## config.mk

```make
export PLATFORM = sky130hd
export DESIGN_NAME = supply_guard_wdt
export DESIGN_NICKNAME = d
export VERILOG_FILES = /design/src/rtl/sgw_pkg.sv /design/src/rtl/sgw_dp.sv /design/src/rtl/sgw_ctrl.sv /design/src/rtl/supply_guard_wdt.sv
export SDC_FILE = /design/constraint.sdc
export NUM_CORES = 1
export LEC_CHECK = 0
export BUFFER_PORTS_ARGS = -buffer_cell sky130_fd_sc_hd__buf_4
export CORE_MARGIN = 2
export CORE_UTILIZATION = 45
export DETAILED_ROUTE_END_ITERATION = 10
export PLACE_DENSITY = 0.59
export SLEW_MARGIN = 40
export SYNTH_ARGS = -nofsm -noshare
export SYNTH_HDL_FRONTEND = slang
export SYNTH_SLANG_ARGS = --single-unit
```

## constraint.sdc

```tcl
create_clock -name clk -period 3.5 [get_ports clk]
set_input_delay 0.175 -clock clk [delete_from_list [all_inputs] [get_ports clk]]
set_output_delay 0.175 -clock clk [all_outputs]
set_load 0.03 [all_outputs]
```

## src/rtl/sgw_pkg.sv

```systemverilog
package sgw_pkg;
  typedef enum logic [1:0] {WD_RUN, WD_ARMED, WD_HOLD, WD_MON} wdState_t;

  typedef struct packed {
    logic       loadCode;
    logic [2:0] code;
    logic       restartWd;
    logic       wdEnable;
    logic       holdEnable;
    logic       startHold;
    logic       holdFromPeriod;
    logic       restoreDefaults;
  } dpCmd_t;

  localparam logic [3:0] OFF_CODE = 4'hF;
endpackage

```

## src/rtl/sgw_dp.sv

```systemverilog
module sgw_dp
  import sgw_pkg::*;
#(
  parameter int CNT_W        = 13,
  parameter int BASE_MS      = 4,
  parameter int DEFAULT_HOLD = 4096
) (
  input  logic   clk,
  input  logic   rstN,
  input  logic   tick1ms,
  input  dpCmd_t cmd,
  output logic   holdDone,
  output logic   toIrq
);
  localparam logic [CNT_W-1:0] DEF_HOLD = CNT_W'(DEFAULT_HOLD);
  localparam logic [2:0]       DEF_CODE = 3'd7;
  localparam logic [CNT_W-1:0] ONE      = CNT_W'(1);

  // period in ticks: base shifted by a code-dependent amount
  function automatic logic [CNT_W-1:0] periodOf(input logic [2:0] c);
    int sh;
    case (c)
      3'd0: sh = 0;
      3'd1: sh = 1;
      3'd2: sh = 2;
      3'd3: sh = 3;
      3'd4: sh = 4;
      3'd5: sh = 6;
      3'd6: sh = 8;
      default: sh = 10;
    endcase
    return CNT_W'(BASE_MS << sh);
  endfunction

  logic [2:0]       periodCode;
  logic [CNT_W-1:0] holdLen, wdCnt, holdCnt, curPeriod;
  logic             wdWrap;

  assign curPeriod = periodOf(periodCode);
  assign wdWrap    = (wdCnt == curPeriod - ONE);
  assign holdDone  = (holdCnt >= holdLen);

  always_ff @(posedge clk or negedge rstN) begin
    if (!rstN) begin
      periodCode <= DEF_CODE;
      holdLen    <= DEF_HOLD;
      wdCnt      <= '0;
      holdCnt    <= '0;
      toIrq      <= 1'b0;
    end else begin
      if (cmd.restoreDefaults)    periodCode <= DEF_CODE;
      else if (cmd.loadCode)      periodCode <= cmd.code;

      if (cmd.restoreDefaults)    holdLen <= DEF_HOLD;
      else if (cmd.holdFromPeriod) holdLen <= curPeriod;

      toIrq <= 1'b0;
      if (cmd.restartWd) begin
        wdCnt <= '0;
      end else if (cmd.wdEnable && tick1ms) begin
        if (wdWrap) begin
          wdCnt <= '0;
          toIrq <= 1'b1;
        end else begin
          wdCnt <= wdCnt + ONE;
        end
      end

      // hold-off counter saturates at its terminal count
      if (cmd.startHold)                               holdCnt <= '0;
      else if (cmd.holdEnable && tick1ms && !holdDone) holdCnt <= holdCnt + ONE;
    end
  end
endmodule

```

## src/rtl/sgw_ctrl.sv

```systemverilog
module sgw_ctrl
  import sgw_pkg::*;
(
  input  logic       clk,
  input  logic       rstN,
  input  logic       trigStb,
  input  logic [3:0] trigCode,
  input  logic       modeStandby,
  input  logic       modeSleep,
  input  logic       ocFlag,
  input  logic       cfgResetOnOc,
  input  logic       holdDone,
  output dpCmd_t     cmd,
  output logic       rstReq,
  output logic       wdRunning,
  output logic       holdActive,
  output logic       monActive
);
  wdState_t state, nxtState;
  logic     resetNow, isRun, codeOff, codeBad, codeValid;

  assign isRun     = (state == WD_RUN);
  assign codeOff   = (trigCode == OFF_CODE);
  assign codeBad   = trigCode[3] && !codeOff;
  assign codeValid = !trigCode[3];

  always_comb begin
    cmd      = '0;
    nxtState = state;
    resetNow = 1'b0;
    if (trigStb && codeBad) begin
      resetNow = 1'b1;
    end else if (trigStb && codeValid) begin
      cmd.loadCode  = 1'b1;
      cmd.code      = trigCode[2:0];
      cmd.restartWd = 1'b1;
      nxtState      = WD_RUN;
    end else if (trigStb) begin
      cmd.holdFromPeriod = isRun;
      if (modeStandby) begin
        nxtState      = WD_HOLD;
        cmd.startHold = 1'b1;
      end else begin
        nxtState = WD_ARMED;
      end
    end else if (!isRun && modeSleep) begin
      resetNow = 1'b1;
    end else begin
      case (state)
        WD_ARMED: if (modeStandby) begin
          nxtState      = WD_HOLD;
          cmd.startHold = 1'b1;
        end
        WD_HOLD: if (holdDone) nxtState = WD_MON;
        WD_MON: if (ocFlag) begin
          if (cfgResetOnOc) begin
            resetNow = 1'b1;
          end else begin
            cmd.restartWd = 1'b1;
            nxtState      = WD_RUN;
          end
        end
        default: ;
      endcase
    end
    if (resetNow) begin
      cmd.restoreDefaults = 1'b1;
      nxtState            = WD_ARMED;
    end
    cmd.wdEnable   = isRun && (nxtState == WD_RUN);
    cmd.holdEnable = (state == WD_HOLD);
  end

  always_ff @(posedge clk or negedge rstN) begin
    if (!rstN) begin
      state  <= WD_ARMED;
      rstReq <= 1'b0;
    end else begin
      state  <= nxtState;
      rstReq <= resetNow;
    end
  end

  assign wdRunning  = isRun;
  assign holdActive = (state == WD_HOLD);
  assign monActive  = (state == WD_MON);
endmodule

```

## src/rtl/supply_guard_wdt.sv

```systemverilog
module supply_guard_wdt
  import sgw_pkg::*;
#(
  parameter int CNT_W        = 13,
  parameter int BASE_MS      = 4,
  parameter int DEFAULT_HOLD = 4096
) (
  input  logic       clk,
  input  logic       rstN,
  input  logic       tick1ms,
  input  logic       trigStb,
  input  logic [3:0] trigCode,
  input  logic       modeStandby,
  input  logic       modeSleep,
  input  logic       ocFlag,
  input  logic       cfgResetOnOc,
  output logic       rstReq,
  output logic       wdRunning,
  output logic       wdTimeoutIrq
);
  dpCmd_t cmd;
  logic   holdDone, holdActive, monActive;

  sgw_ctrl i_ctrl (
    .clk(clk), .rstN(rstN), .trigStb(trigStb), .trigCode(trigCode),
    .modeStandby(modeStandby), .modeSleep(modeSleep), .ocFlag(ocFlag),
    .cfgResetOnOc(cfgResetOnOc), .holdDone(holdDone), .cmd(cmd),
    .rstReq(rstReq), .wdRunning(wdRunning), .holdActive(holdActive),
    .monActive(monActive)
  );

  sgw_dp #(.CNT_W(CNT_W), .BASE_MS(BASE_MS), .DEFAULT_HOLD(DEFAULT_HOLD)) i_dp (
    .clk(clk), .rstN(rstN), .tick1ms(tick1ms), .cmd(cmd),
    .holdDone(holdDone), .toIrq(wdTimeoutIrq)
  );
endmodule

```

Word level (Yosys, flattened, before mapping)
Cells that the tools add are included.
W data, S select, Z words.

operators by class
  add/subtract/negate cells = 3
  order comparisons = 1
  equal/unequal tests = 11
  shift-type cells = 1
  muxes and demuxes = 47
  reductions and logical operators = 19

operators by type and width
  cell                     number
  $mux W13                 7
  $pmux W4 S7              1
  $add A13 B1 Y13 const B  2
  $mux W2                  12
  $mux W1                  22
  $eq A13 B13 Y1           1
  $ge A13 B13 Y1           1
  $shl A3 B4 Y13 const A   1
  $sub A13 B1 Y13 const B  1
  $eq A3 B3 Y1 const B     3
  $logic_and A1 B1 Y1      8
  $reduce_bool A2 Y1       4
  $eq A3 B2 Y1 const B     2
  $mux W3                  2
  $pmux W2 S3              1
  $mux W5                  1
  $eq A2 B2 Y1 const B     2
  $eq A4 B4 Y1 const B     1
  $logic_not A1 Y1         4
  $logic_not A2 Y1         2
  $mux W4                  1
  $eq A3 B1 Y1 const B     1
  $logic_not A3 Y1         1
  $eq A2 B1 Y1 const B     1

storage, ports and cells
  register bits after elaboration = 46
  input port bits = 12
  output and inout port bits = 3
  word-level logic and storage cells = 89

Longest topological paths before layout
Gate-level depths: netlist of run 1.

  depth after elaboration = 13
  depth in mapped cells = 10

By module
A second synthesis of run 1 with hierarchy kept.

second synthesis, totals
  cell total of the unflattened synthesis = 339
  area total of the unflattened synthesis = 2989.1 um^2

by module, submodules not included
  module    instances  cells an instance  area each (um^2)  seq. area each (um^2)
  sgw_dp    1          297                2653.8            1031.0
  sgw_ctrl  1          42                 335.3             76.3

Worst setup path after synthesis of run 1
Ideal clock, no wire load.

  path type = reg-to-reg
  from = register i_dp.holdLen[12]
  to = register i_dp.wdCnt[12]
  setup time = 101 ps
  data arrival time = 2451 ps
  path slack = 948 ps
  cell stages (with the launch flop) = 11
  buffers on the path = 2
  cells stage by stage = dfstp_2 -> inv_1 -> ha_1 -> a21oi_1 -> o21ai_0 -> a211o_1 -> o32a_1 -> buf_6 -> or4b_4 -> buf_6 -> o32ai_1

between the ends
  cells in the longest elaborated chain, start to end = 12

RTL lines
  element                       RTL line        source
  from (decl)                   sgw_dp.sv:36    logic [CNT_W-1:0] holdLen, wdCnt, holdCnt, curPeriod;
  from (signal assigned)        sgw_dp.sv:55    else if (cmd.holdFromPeriod) holdLen <= curPeriod;
  $ge A13 B13 Y1                sgw_dp.sv:41    assign holdDone = (holdCnt >= holdLen);
  $mux W2                       sgw_ctrl.sv:54  WD_HOLD: if (holdDone) nxtState = WD_MON;
  $pmux W2 S3                   sgw_ctrl.sv:49  case (state)
  $mux W2                       sgw_ctrl.sv:46  end else if (!isRun && modeSleep) begin
  $mux W2                       sgw_ctrl.sv:38  end else if (trigStb) begin
  $mux W2                       sgw_ctrl.sv:33  end else if (trigStb && codeValid) begin
  $mux W2                       sgw_ctrl.sv:31  if (trigStb && codeBad) begin
  $mux W2                       sgw_ctrl.sv:66  if (resetNow) begin
  $logic_not A2 Y1              sgw_ctrl.sv:70  cmd.wdEnable = isRun && (nxtState == WD_RUN);
  $logic_and A1 B1 Y1           sgw_ctrl.sv:70
  $logic_and A1 B1 Y1           sgw_dp.sv:60    end else if (cmd.wdEnable && tick1ms) begin
  $reduce_bool A2 Y1 (no line)  n/a
  to (signal assigned)          sgw_dp.sv:65    wdCnt <= wdCnt + ONE;
  to (decl)                     sgw_dp.sv:36

Every way passes these cells.
A chain may end at the register's enable or synchronous reset.

Final worst setup path of run 1
  from = register i_dp.holdCnt[2]
  to = register i_dp.wdCnt[12]

between the ends
  cells in the longest elaborated chain, start to end = 12

RTL lines
  element                       RTL line        source
  from (decl)                   sgw_dp.sv:36
  from (signal assigned)        sgw_dp.sv:71    else if (cmd.holdEnable && tick1ms && !holdDone) holdCnt <= holdCnt + ONE;
  $ge A13 B13 Y1                sgw_dp.sv:41
  $mux W2                       sgw_ctrl.sv:54
  $pmux W2 S3                   sgw_ctrl.sv:49
  $mux W2                       sgw_ctrl.sv:46
  $mux W2                       sgw_ctrl.sv:38
  $mux W2                       sgw_ctrl.sv:33
  $mux W2                       sgw_ctrl.sv:31
  $mux W2                       sgw_ctrl.sv:66
  $logic_not A2 Y1              sgw_ctrl.sv:70
  $logic_and A1 B1 Y1           sgw_ctrl.sv:70
  $logic_and A1 B1 Y1           sgw_dp.sv:60
  $reduce_bool A2 Y1 (no line)  n/a

Every way passes these cells.

==> metrics.csv, run 1 <==
stage,metric,value,unit
synth,synth_largest_area_cell,dfrtp_1,
grt,antenna_found_initial,0,
detailed_routing,routed_wl,6.02,mm
min_path,holdCritStartpoint,trigCode[1],
pwr,ir_drop,0.000180,V
detailed_routing,viasPerCell,5.82,
timing,slew_violations,0,
timing,finClkSkew,0.00992,ns
setup_path,crit_arrival,3.03,ns
cts,cts_tree,done,
min_path,min_path_type,in2reg,
synth,synth_seq_cells,44,
grt,grt_pass1_wl,10.3,mm
cts,cts_root_buf,clkbuf_8,
floorplan,io_pins,15,
min_path,hold_end,i_dp.periodCode[1],
min_path,hold_path_depth,3,
floorplan,die_y,82.7,um
timing,min_period_over_period,80.8,%
setup_path,required,3.70,ns
timing,finalSetupTns,0,ns
setup_path,reg2regPathDepth,7,
setup_path,worst_path_max_delay_cell,or4b_4,
pwr,leakage,1.28,nW
cts,htree_levels,2,
detailed_routing,wire_per_inst,15.4,um
synth,synth_edf_count,0,
placement,hpwl,4.33,mm
timing,tightest_slew,0.803,ns
grt,grt_pass1_vias,2120,
placement,io_buffers,14,
setup_path,worstPathCellList,ha_1 -> o211ai_1 -> a2111oi_1 -> a211o_1 -> o32a_1 -> or4b_4 -> o32ai_1,
floorplan,rows,28,
setup_path,regToRegSetupSlack,0.67,ns
synth,yosys_warnings,0,
grt,overflow,0,
flow_run,maxCapViolCount,0,
synth,synth.area.top_cells,"dfrtp_1 (35%), ha_1 (6.3%), dfstp_2 (4.7%), a21oi_1 (4.5%), nor2_1 (3.9%)",
detailed_routing,vias,2275,
cts,clk_latency,0.30,ns
timing,layout_setup_ws,0.671,ns
synth,syn_avg_cell_area,8.97,sq um
setup_path,cp-end-kind,flip-flop,
detailed_routing,post-route-drc-count,0,
synth,seq_area_frac_synth,39.7,%
timing,finalHoldViolations,0,
cts,cts-buffers-inserted,5,
timing,rsz0062_at_grt,no,
layout,nNetsFinal,341,
cts,clkTransAtPathRegs,0.09,ns
layout,area_delta_synth_final,8.03,%
setup_path,startpoint,i_dp.holdCnt[2],
grt,grt_usage,19.8,%
pwr,p_total,1.16,mW
floorplan,placeableCoreArea,0.00596,sq mm
cts,clkSinkCount,44,
status,status,finished clean,
setup_path,worstPathMaxFanout,12,
cts,post_cts_resized,0,
detailed_routing,drtPass1Iterations,4,
floorplan,fp.dieArea,0.00684,sq mm
placement,dp.cells,382,
setup_path,r2r_start,i_dp.holdCnt[2],
setup_path,path_class,reg2reg,
layout,antenna_cells,0,
synth,synth.distinct_cells,51,
synth,synthesis.area,0.00279,sq mm
placement,finalWeightedCongestion,0.758,
layout,layout.cells.non_filler,391,
cts,post-cts-setup-buffers,0,
synth,synth.net_count,337,
cts,clockBufferDepth,2,
layout,final_area,0.00301,sq mm
floorplan,die_w,82.7,um
detailed_routing,antenna_left,0,
setup_path,r2r_end,i_dp.wdCnt[12],
synth,syn_inst,311,
timing,finalSetupViolations,0,
placement,post-place-ws,0.667,ns
pwr,power.density,385,mW/mm^2
timing,max_freq,0.353,GHz
grt,grt_start_max_net_pins,45,
timing,hold_ws,0.111,ns
placement,placedInstanceArea,0.00291,sq mm
timing,period_minus_slack,2.83,ns
layout,final_core_util,50.6,%
synth,synth_top_area_share,35.0,%
layout,layout-drive-gt1-share,13.0,%
setup_path,cpPeakStageDelay,0.66,ns
timing,maxSlewHeadroom,46.3,%
synth,async_reset_ff_share,100,%
detailed_routing,initialDrtViolationCount,112,
floorplan,initial_core_util,46.8,%
setup_path,setup.worst_path.start_class,flip-flop,
synth,ys.flop_type,dfrtp_1,
how the worst max path moves through the flow:
stage | endpoint | slack [ns] | cells after the start
detailed placement | i_dp.wdCnt[12] | 0.67 | 7
CTS | i_dp.wdCnt[12] | 0.66 | 7
global placement | i_dp.holdCnt[12] | 0.62 | 7
finish | i_dp.wdCnt[12] | 0.67 | 7
floorplan | i_dp.wdCnt[12] | 0.95 | 10
global route | i_dp.wdCnt[7] | 0.48 | 7
logic make-up after synthesis:
logic type | Yosys count | synth area share, %
AND/OR/NAND/NOR | 126 | 24.3
AO/OA/AOI/OAI | 71 | 17.6
flip-flops | 44 | 39.7
buffers and inverters | 40 | 6.86
adder cells (fa/ha/maj) | 14 | 6.28
XOR/XNOR | 12 | 3.77
multiplexers | 4 | 1.44
registers in the layout, indices dropped and copies added (netlist names):
signal / count
i_dp.holdCnt: 13
i_dp.wdCnt: 13
i_dp.holdLen: 11
i_dp.periodCode: 3
i_ctrl.state: 2
i_ctrl.rstReq: 1
i_dp.toIrq: 1
per-layer routing:
| metal | vias to the layer above | part of all wire (%) | global-route usage, % |
|---|---|---|---|
| met5 | - | 0 | 0 |
| met4 | 0 | 1.0 | 6.07 |
| met3 | 4 | 2.3 | 4.35 |
| met2 | 21 | 48 | 32.7 |
| met1 | 1102 | 49 | 25.9 |
| li1 | 1148 | - | - |
synthesized netlist by cell type (9+ instances only):
master and instances:
nor2_1 29, nand3_1 17, a211oi_1 9, nand4_1 11, inv_1 19, and3_1 10, o32ai_1 9, xor2_1 10
a21oi_1 25, clkbuf_1 12, dfrtp_1 39, ha_1 14, nand2_1 28
power breakdown:
group          leakage [nW]  switching [mW]  internal (mW)
Sequential            0.592          0.0477          0.546
Combinational         0.648           0.139         0.0821
Clock                0.0434           0.184          0.160
Total                  1.28           0.370          0.788
what timing repair did:
action	4_1_cts	5_1_grt
hold buffers	1	0
endpoints found under the hold margin	39	0
endpoints found under the setup margin	0	0
layout by cell type (no fill, tap or decap), types with 3 or more instances in the layout:
cell type   n
mux2i_1     4
dfstp_2     5
dfrtp_1    39
and3_1     10
nand3_1    17
nor4_1      3
nand2_1    28
nand4_1    11
o211ai_1    3
xor2_1     10
nor2_1     29
o32ai_1     9
buf_4      16
o21ai_0     8
ha_1       14
nor3_1      6
nor4b_1     3
a21oi_1    25
and2_1      3
a211oi_1    9
and4_1      3
inv_1      19
clkbuf_8    6
layout make-up:
cell class	count	area [sq um]
Clock buffer	6	82.6
Multi-Input combinational cell	227	1510
Fill cell	575	2940
Inverter	20	75.1
Sequential cell	44	1110
Clock inverter	2	15.0
Tap cell	75	93.8
Timing Repair Buffer	17	130
worst max-delay path, delay by kind of cell (launching register included):
family,cells,cell delay [ns]
AOI/OAI and AO/OA,5,1.20
adders and majority gates,1,0.34
DFF,1,0.52
and+or+nand+nor,1,0.66
Power figures use the tool's default switching activity.
==> run 2, diff against run 1 <==
--- a/config.mk
+++ b/config.mk
@@ -5,11 +5,12 @@
 export SDC_FILE = /design/constraint.sdc
 export NUM_CORES = 1
 export LEC_CHECK = 0
+export ABC_AREA = 1
 export BUFFER_PORTS_ARGS = -buffer_cell sky130_fd_sc_hd__buf_4
 export CORE_MARGIN = 2
 export CORE_UTILIZATION = 45
 export DETAILED_ROUTE_END_ITERATION = 10
-export PLACE_DENSITY = 0.59
+export PLACE_DENSITY = 0.61
 export SLEW_MARGIN = 40
 export SYNTH_ARGS = -nofsm -noshare
 export SYNTH_HDL_FRONTEND = slang
==> constraint.sdc (replaced) <==
create_clock -name clk -period 2.6 [get_ports clk]
set_input_delay 0.13 -clock clk [delete_from_list [all_inputs] [get_ports clk]]
set_output_delay 0.13 -clock clk [all_outputs]
set_load 0.03 [all_outputs]
==> run 2 against run 1 <==
  * Sequential power grew 53%
  * Combinational power grew to 2.9 times the previous value
  * Sequential share of layout area is 3.6 points lower
  * Synthesized area grew 9.8%
  * Die area up 9.3%
  * Non-clock buffer count grew 1
  * Worst setup slack worse by 0.36 ns
  * Wire length is 14% higher
  * Sequential cell count unchanged
  * Critical path depth increased by 6
  * Critical endpoint is now i_dp.holdCnt[10]
==> metrics.csv, run 2 <==
stage,metric,value,unit
timing,slew_violations,0,
setup_path,crit_arrival,2.51,ns
timing,max_freq,0.438,GHz
layout,layout-drive-gt1-share,10.9,%
layout,fillers,675,
floorplan,die_w,86.5,um
detailed_routing,routed_wl,6.88,mm
detailed_routing,antenna_left,0,
timing,hold_ws,0.0767,ns
grt,grt_pass1_wl,12.0,mm
grt,grt_start_max_net_pins,45,
layout,area_delta_synth_final,8.95,%
cts,post-cts-setup-buffers,0,
min_path,min_path_type,in2reg,
cts,clkTransAtPathRegs,0.09,ns
layout,final_core_util,49.9,%
detailed_routing,initialDrtViolationCount,151,
timing,min_period_over_period,87.9,%
synth,synth_edf_count,0,
timing,finalHoldViolations,0,
pwr,p_total,2.09,mW
synth,syn_avg_cell_area,7.20,sq um
setup_path,path_class,reg2reg,
pwr,ir_drop,0.000328,V
status,status,finished clean,
layout,layout_common_cells,"nand2_1 (105), inv_1 (56), nand3_1 (45), dfrtp_1 (39), nor2_1 (33)",
timing,finalSetupTns,0,ns
synth,async_reset_ff_share,100,%
synth,syn_inst,425,
placement,io_buffers,14,
cts,htree_levels,2,
synth,synth_seq_cells,44,
timing,layout_setup_ws,0.316,ns
timing,tightest_slew,0.566,ns
synth,yosys_warnings,0,
pwr,power.density,626,mW/mm^2
timing,period_minus_slack,2.28,ns
timing,rsz0062_at_grt,no,
synth,synth.net_count,451,
floorplan,die_y,86.5,um
detailed_routing,routed.top_layer,met4,
timing,finalSetupViolations,0,
grt,overflow,0,
cts,cts_root_buf,clkbuf_8,
timing,finClkSkew,0.00840,ns
layout,antenna_cells,0,
cts,clockBufferDepth,2,
layout,reg.largest.list,"i_dp.holdCnt: 13 flops, i_dp.wdCnt: 13 flops, i_dp.holdLen: 11 flops",
synth,synthesis.area,0.00306,sq mm
cts,cts_tree,done,
detailed_routing,met1_length,3.47,mm
cts,clkSinkCount,44,
floorplan,fp.dieArea,0.00748,sq mm
setup_path,setup.worst_path.start_class,flip-flop,
min_path,hold_end,i_dp.periodCode[0],
synth,synth.area.top_cells,"dfrtp_1 (32%), nand2_1 (13%), nand3_1 (7.4%), inv_1 (6.9%), ha_1 (5.7%)",
detailed_routing,vias,2716,
layout,final_common_cell,nand2_1,
floorplan,rows,30,
placement,finalWeightedCongestion,0.899,
synth,seq_area_frac_synth,36.2,%
detailed_routing,viasPerCell,5.22,
setup_path,required,2.83,ns
setup_path,worstPathMaxFanout,20,
setup_path,regToRegSetupSlack,0.32,ns
setup_path,cp-end-kind,flip-flop,
synth,ys.flop_type,dfrtp_1,
setup_path,r2r_end,i_dp.holdCnt[10],
pwr,leakage,1.58,nW
placement,post-place-ws,0.289,ns
grt,grt_usage,20.2,%
synth,synth_top_area_share,31.9,%
floorplan,placeableCoreArea,0.00668,sq mm
floorplan,initial_core_util,45.8,%
detailed_routing,wire_per_inst,13.2,um
placement,hpwl,5.07,mm
setup_path,r2r_start,i_dp.holdLen[12],
synth,synth_largest_area_cell,dfrtp_1,
min_path,hold_path_depth,3,
flow_run,maxCapViolCount,0,
detailed_routing,dr_wl_met2,3.07,mm
synth,yosysMostFrequentCell,nand2_1,
layout,nNetsFinal,465,
grt,antenna_found_initial,0,
detailed_routing,drtPass1Iterations,4,
timing,maxSlewHeadroom,62.2,%
cts,clk_latency,0.30,ns
setup_path,reg2regPathDepth,13,
floorplan,io_pins,15,
synth,synthTopCellsByCount,"nand2_1 (105), inv_1 (56), nand3_1 (45)",
detailed_routing,post-route-drc-count,0,
grt,grt_pass1_vias,2557,
synth,synth.distinct_cells,36,
min_path,holdCritStartpoint,trigCode[0],
cts,cts-buffers-inserted,5,
detailed_routing,dr_wl_met3,260,um
cts,post_cts_resized,0,
run 2: worst max-delay path, cell delays in order, from the launching register on:
cell and delay [ns]:
dfstp_2 0.52, inv_1 0.05, ha_1 0.29, nand2_1 0.07
inv_1 0.04, nand2_1 0.06, inv_1 0.04, nand2_1 0.05
nand3_1 0.09, or3b_1 0.47, nand2_1 0.09, buf_4 0.23
nand3_1 0.09, o21ai_1 0.10
run 2: report_power, final:
part           internal, mW  switching (mW)
combinational         0.241           0.409
clock                 0.286           0.245
sequential            0.792           0.117
total                  1.32           0.771
run 2: cells by family after synthesis:
logic type | Yosys count | synth area share, %
buffers and inverters | 71 | 9.68
DFF | 44 | 36.2
and+or+nand+nor | 231 | 34.8
xor gates and xnor gates | 19 | 5.44
adders and majority gates | 14 | 5.72
AOI/OAI and AO/OA | 46 | 8.17
run 2: how the worst max path moves through the flow:
| stage | slack (ns) | startpoint | cells past startpoint | endpoint |
|---|---|---|---|---|
| 4_1_cts | 0.28 | i_dp.holdLen[12] | 13 | i_dp.holdCnt[10] |
| 3_5_place_dp | 0.29 | i_dp.holdLen[12] | 13 | i_dp.holdCnt[10] |
| 6_report | 0.32 | i_dp.holdLen[12] | 13 | i_dp.holdCnt[10] |
| 3_3_place_gp | 0.43 | i_dp.holdLen[12] | 13 | i_dp.holdCnt[8] |
| 5_1_grt | 0.07 | i_dp.holdLen[12] | 13 | i_dp.holdCnt[9] |
| 2_1_floorplan | 0.57 | i_dp.holdLen[12] | 14 | i_dp.holdCnt[9] |
run 2: cell type report:
cell class,instances,area [sq um],area share (%)
Clock buffer,6,72.6,2.18
Clock inverter,2,35.0,1.05
Inverter,60,225,6.75
Multi-Input combinational cell,310,1660,49.7
Sequential cell,44,1110,33.2
Tap cell,80,100,3.00
Timing Repair Buffer,18,138,4.13
run 2: repair_timing:
action,4_1_cts,5_1_grt
endpoints found under the hold margin,39,0
hold buffers,1,0
setup endpoints to repair,0,0
run 2: metrics by stage:
stage,std cells,area (sq um)
after floorplan,425,3060
after global placement,511,3220
after detailed placement,511,3220
after CTS,520,3340
after global routing,520,3340
final,520,3340
run 2: routing by layer:
layer	vias up	global-route usage, %
met5	-	0
met4	0	4.83
met3	7	4.10
met2	58	32.0
met1	1249	28.6
li1	1402	-
==> run 3, diff against run 2 <==
--- a/config.mk
+++ b/config.mk
@@ -10,6 +10,7 @@
 export CORE_MARGIN = 2
 export CORE_UTILIZATION = 45
 export DETAILED_ROUTE_END_ITERATION = 10
+export HOLD_SLACK_MARGIN = 0.15
 export PLACE_DENSITY = 0.61
 export SLEW_MARGIN = 40
 export SYNTH_ARGS = -nofsm -noshare
==> run 3 against run 2 <==
  * Sequential cell count unchanged
  * Worst hold slack gained 0.082 ns
  * Critical path depth did not move
  * Clock power about the same
  * Die area did not move
  * Clock skew about the same
  * Cell count is 0.96% higher
  * Utilization rose by 0.75 points
==> metrics.csv, run 3 (same netlist as run 2, synthesis figures left out) <==
stage,metric,value,unit
timing,finalSetupViolations,0,
timing,finClkSkew,0.00822,ns
cts,cts_tree,done,
pwr,ir_drop,0.000328,V
cts,clk_latency,0.30,ns
floorplan,io_pins,15,
detailed_routing,routed_wl,6.89,mm
flow_run,maxCapViolCount,0,
placement,finalWeightedCongestion,0.899,
grt,grt_usage,20.3,%
grt,grt_start_max_net_pins,45,
detailed_routing,antenna_left,0,
min_path,hold_end,i_dp.periodCode[2],
setup_path,crit_arrival,2.51,ns
cts,post_cts_resized,0,
layout,reg.largest.list,"i_dp.holdCnt: 13 flops, i_dp.wdCnt: 13 flops, i_dp.holdLen: 11 flops",
cts,cts_root_buf,clkbuf_8,
detailed_routing,drtPass1Iterations,4,
setup_path,startpoint,i_dp.holdLen[12],
timing,finalHoldViolations,0,
cts,cts-buffers-inserted,5,
layout,layout-drive-gt1-share,10.8,%
placement,io_buffers,14,
layout,area_delta_synth_final,10.6,%
setup_path,reg2regPathDepth,13,
layout,layout.cells.non_filler,525,
min_path,holdCritStartpoint,trigCode[3],
timing,rsz0062_at_grt,no,
layout,layout_common_cells,"nand2_1 (105), inv_1 (56), nand3_1 (45), dfrtp_1 (39), nor2_1 (33)",
timing,finalSetupTns,0,ns
grt,grt_pass1_wl,12.1,mm
timing,tightest_slew,0.566,ns
cts,clockBufferDepth,2,
setup_path,path_class,reg2reg,
timing,maxSlewHeadroom,62.3,%
layout,final_area,0.00339,sq mm
floorplan,rows,30,
layout,antenna_cells,0,
cts,htree_levels,2,
placement,hpwl,5.07,mm
detailed_routing,wire_per_inst,13.1,um
min_path,hold_path_depth,4,
setup_path,required,2.82,ns
setup_path,regToRegSetupSlack,0.32,ns
grt,overflow,0,
cts,post-cts-setup-buffers,0,
timing,slew_violations,0,
timing,max_freq,0.438,GHz
setup_path,worstPathMaxFanout,20,
floorplan,placeableCoreArea,0.00668,sq mm
floorplan,fp.dieArea,0.00748,sq mm
detailed_routing,initialDrtViolationCount,151,
min_path,min_path_type,in2reg,
detailed_routing,post-route-drc-count,0,
detailed_routing,vias,2724,
grt,grt_pass1_vias,2580,
setup_path,cp-end-kind,flip-flop,
pwr,power.density,618,mW/mm^2
cts,clkSinkCount,44,
status,status,finished clean,
setup_path,r2r_end,i_dp.holdCnt[10],
floorplan,die_w,86.5,um
timing,period_minus_slack,2.28,ns
cts,clkTransAtPathRegs,0.09,ns
grt,antenna_found_initial,0,
floorplan,die_y,86.5,um
layout,nNetsFinal,470,
setup_path,setup.worst_path.start_class,flip-flop,
setup_path,r2r_start,i_dp.holdLen[12],
detailed_routing,viasPerCell,5.19,
placement,placedInstanceArea,0.00322,sq mm
layout,final_common_cell,nand2_1,
pwr,leakage,1.60,nW
timing,min_period_over_period,87.8,%
floorplan,initial_core_util,45.8,%
placement,dp.cells,511,
==> run 3: changes by cell type in the layout (fill, tap and decap cells not counted), sizes merged <==
cell / previous run / this run
dlygate4sd3: 1 / 6
==> run 3: through the flow <==
stage	setup slack, ns	util, %	total power, mW	hold slack (ns)
finish	0.318	50.7	2.09	0.158
global route	0.0687	50.7	2.27	0.172
CTS	0.280	50.7	2.12	0.151
detailed placement	0.289	48.2	1.57	0.168
global placement	0.433	48.2	1.56	0.171
floorplan	0.570	-	1.40	-0.166
==> run 3: what timing repair did <==
| item | 4_1_cts | 5_1_grt |
|---|---|---|
| endpoints found under the setup margin | 0 | 0 |
| hold endpoints to repair | 42 | 0 |
| hold buffers | 6 | 0 |
==> run 3: worst max-delay path by stage <==
| stage | end |
|---|---|
| global placement | i_dp.holdCnt[8] |
| global route | i_dp.holdCnt[9] |
| detailed placement | i_dp.holdCnt[10] |
| floorplan | i_dp.holdCnt[9] |
| CTS | i_dp.holdCnt[10] |
| finish | i_dp.holdCnt[10] |
==> run 3: cell type report <==
type / count / area, sq um
clock buffers: 6 / 72.6
clock inverters: 2 / 35.0
fillers: 673 / 3300
inverters: 60 / 225
multi-input cells: 310 / 1660
flip-flops and latches: 44 / 1110
well taps: 80 / 100
repair buffers: 23 / 188
==> run 3: report_power, final <==
group	total [mW]	switching (mW)	internal (mW)
Clock	0.531	0.245	0.286
Combinational	0.654	0.409	0.245
Sequential	0.909	0.117	0.792
==> run 3: worst max-delay path, cell delays in order (launching register included) <==
cell and delay, ns:
dfstp_2 0.52, inv_1 0.05, ha_1 0.29, nand2_1 0.07, inv_1 0.04, nand2_1 0.06, nor2_1 0.05, nand2_1 0.05
nand3_1 0.09, or3b_1 0.47, nand2_1 0.09, buf_4 0.23, nand3_1 0.09, o21ai_1 0.10
==> run 3: routing by layer <==
| layer | GRT usage, % | part of all wire, % | wire length [um] |
|---|---|---|---|
| met1 | 28.5 | 50 | 3460 |
| met2 | 32.3 | 45 | 3080 |
| met3 | 4.10 | 4.1 | 282 |
| met4 | 4.83 | 0.91 | 63 |
| met5 | 0 | 0 | 0 |
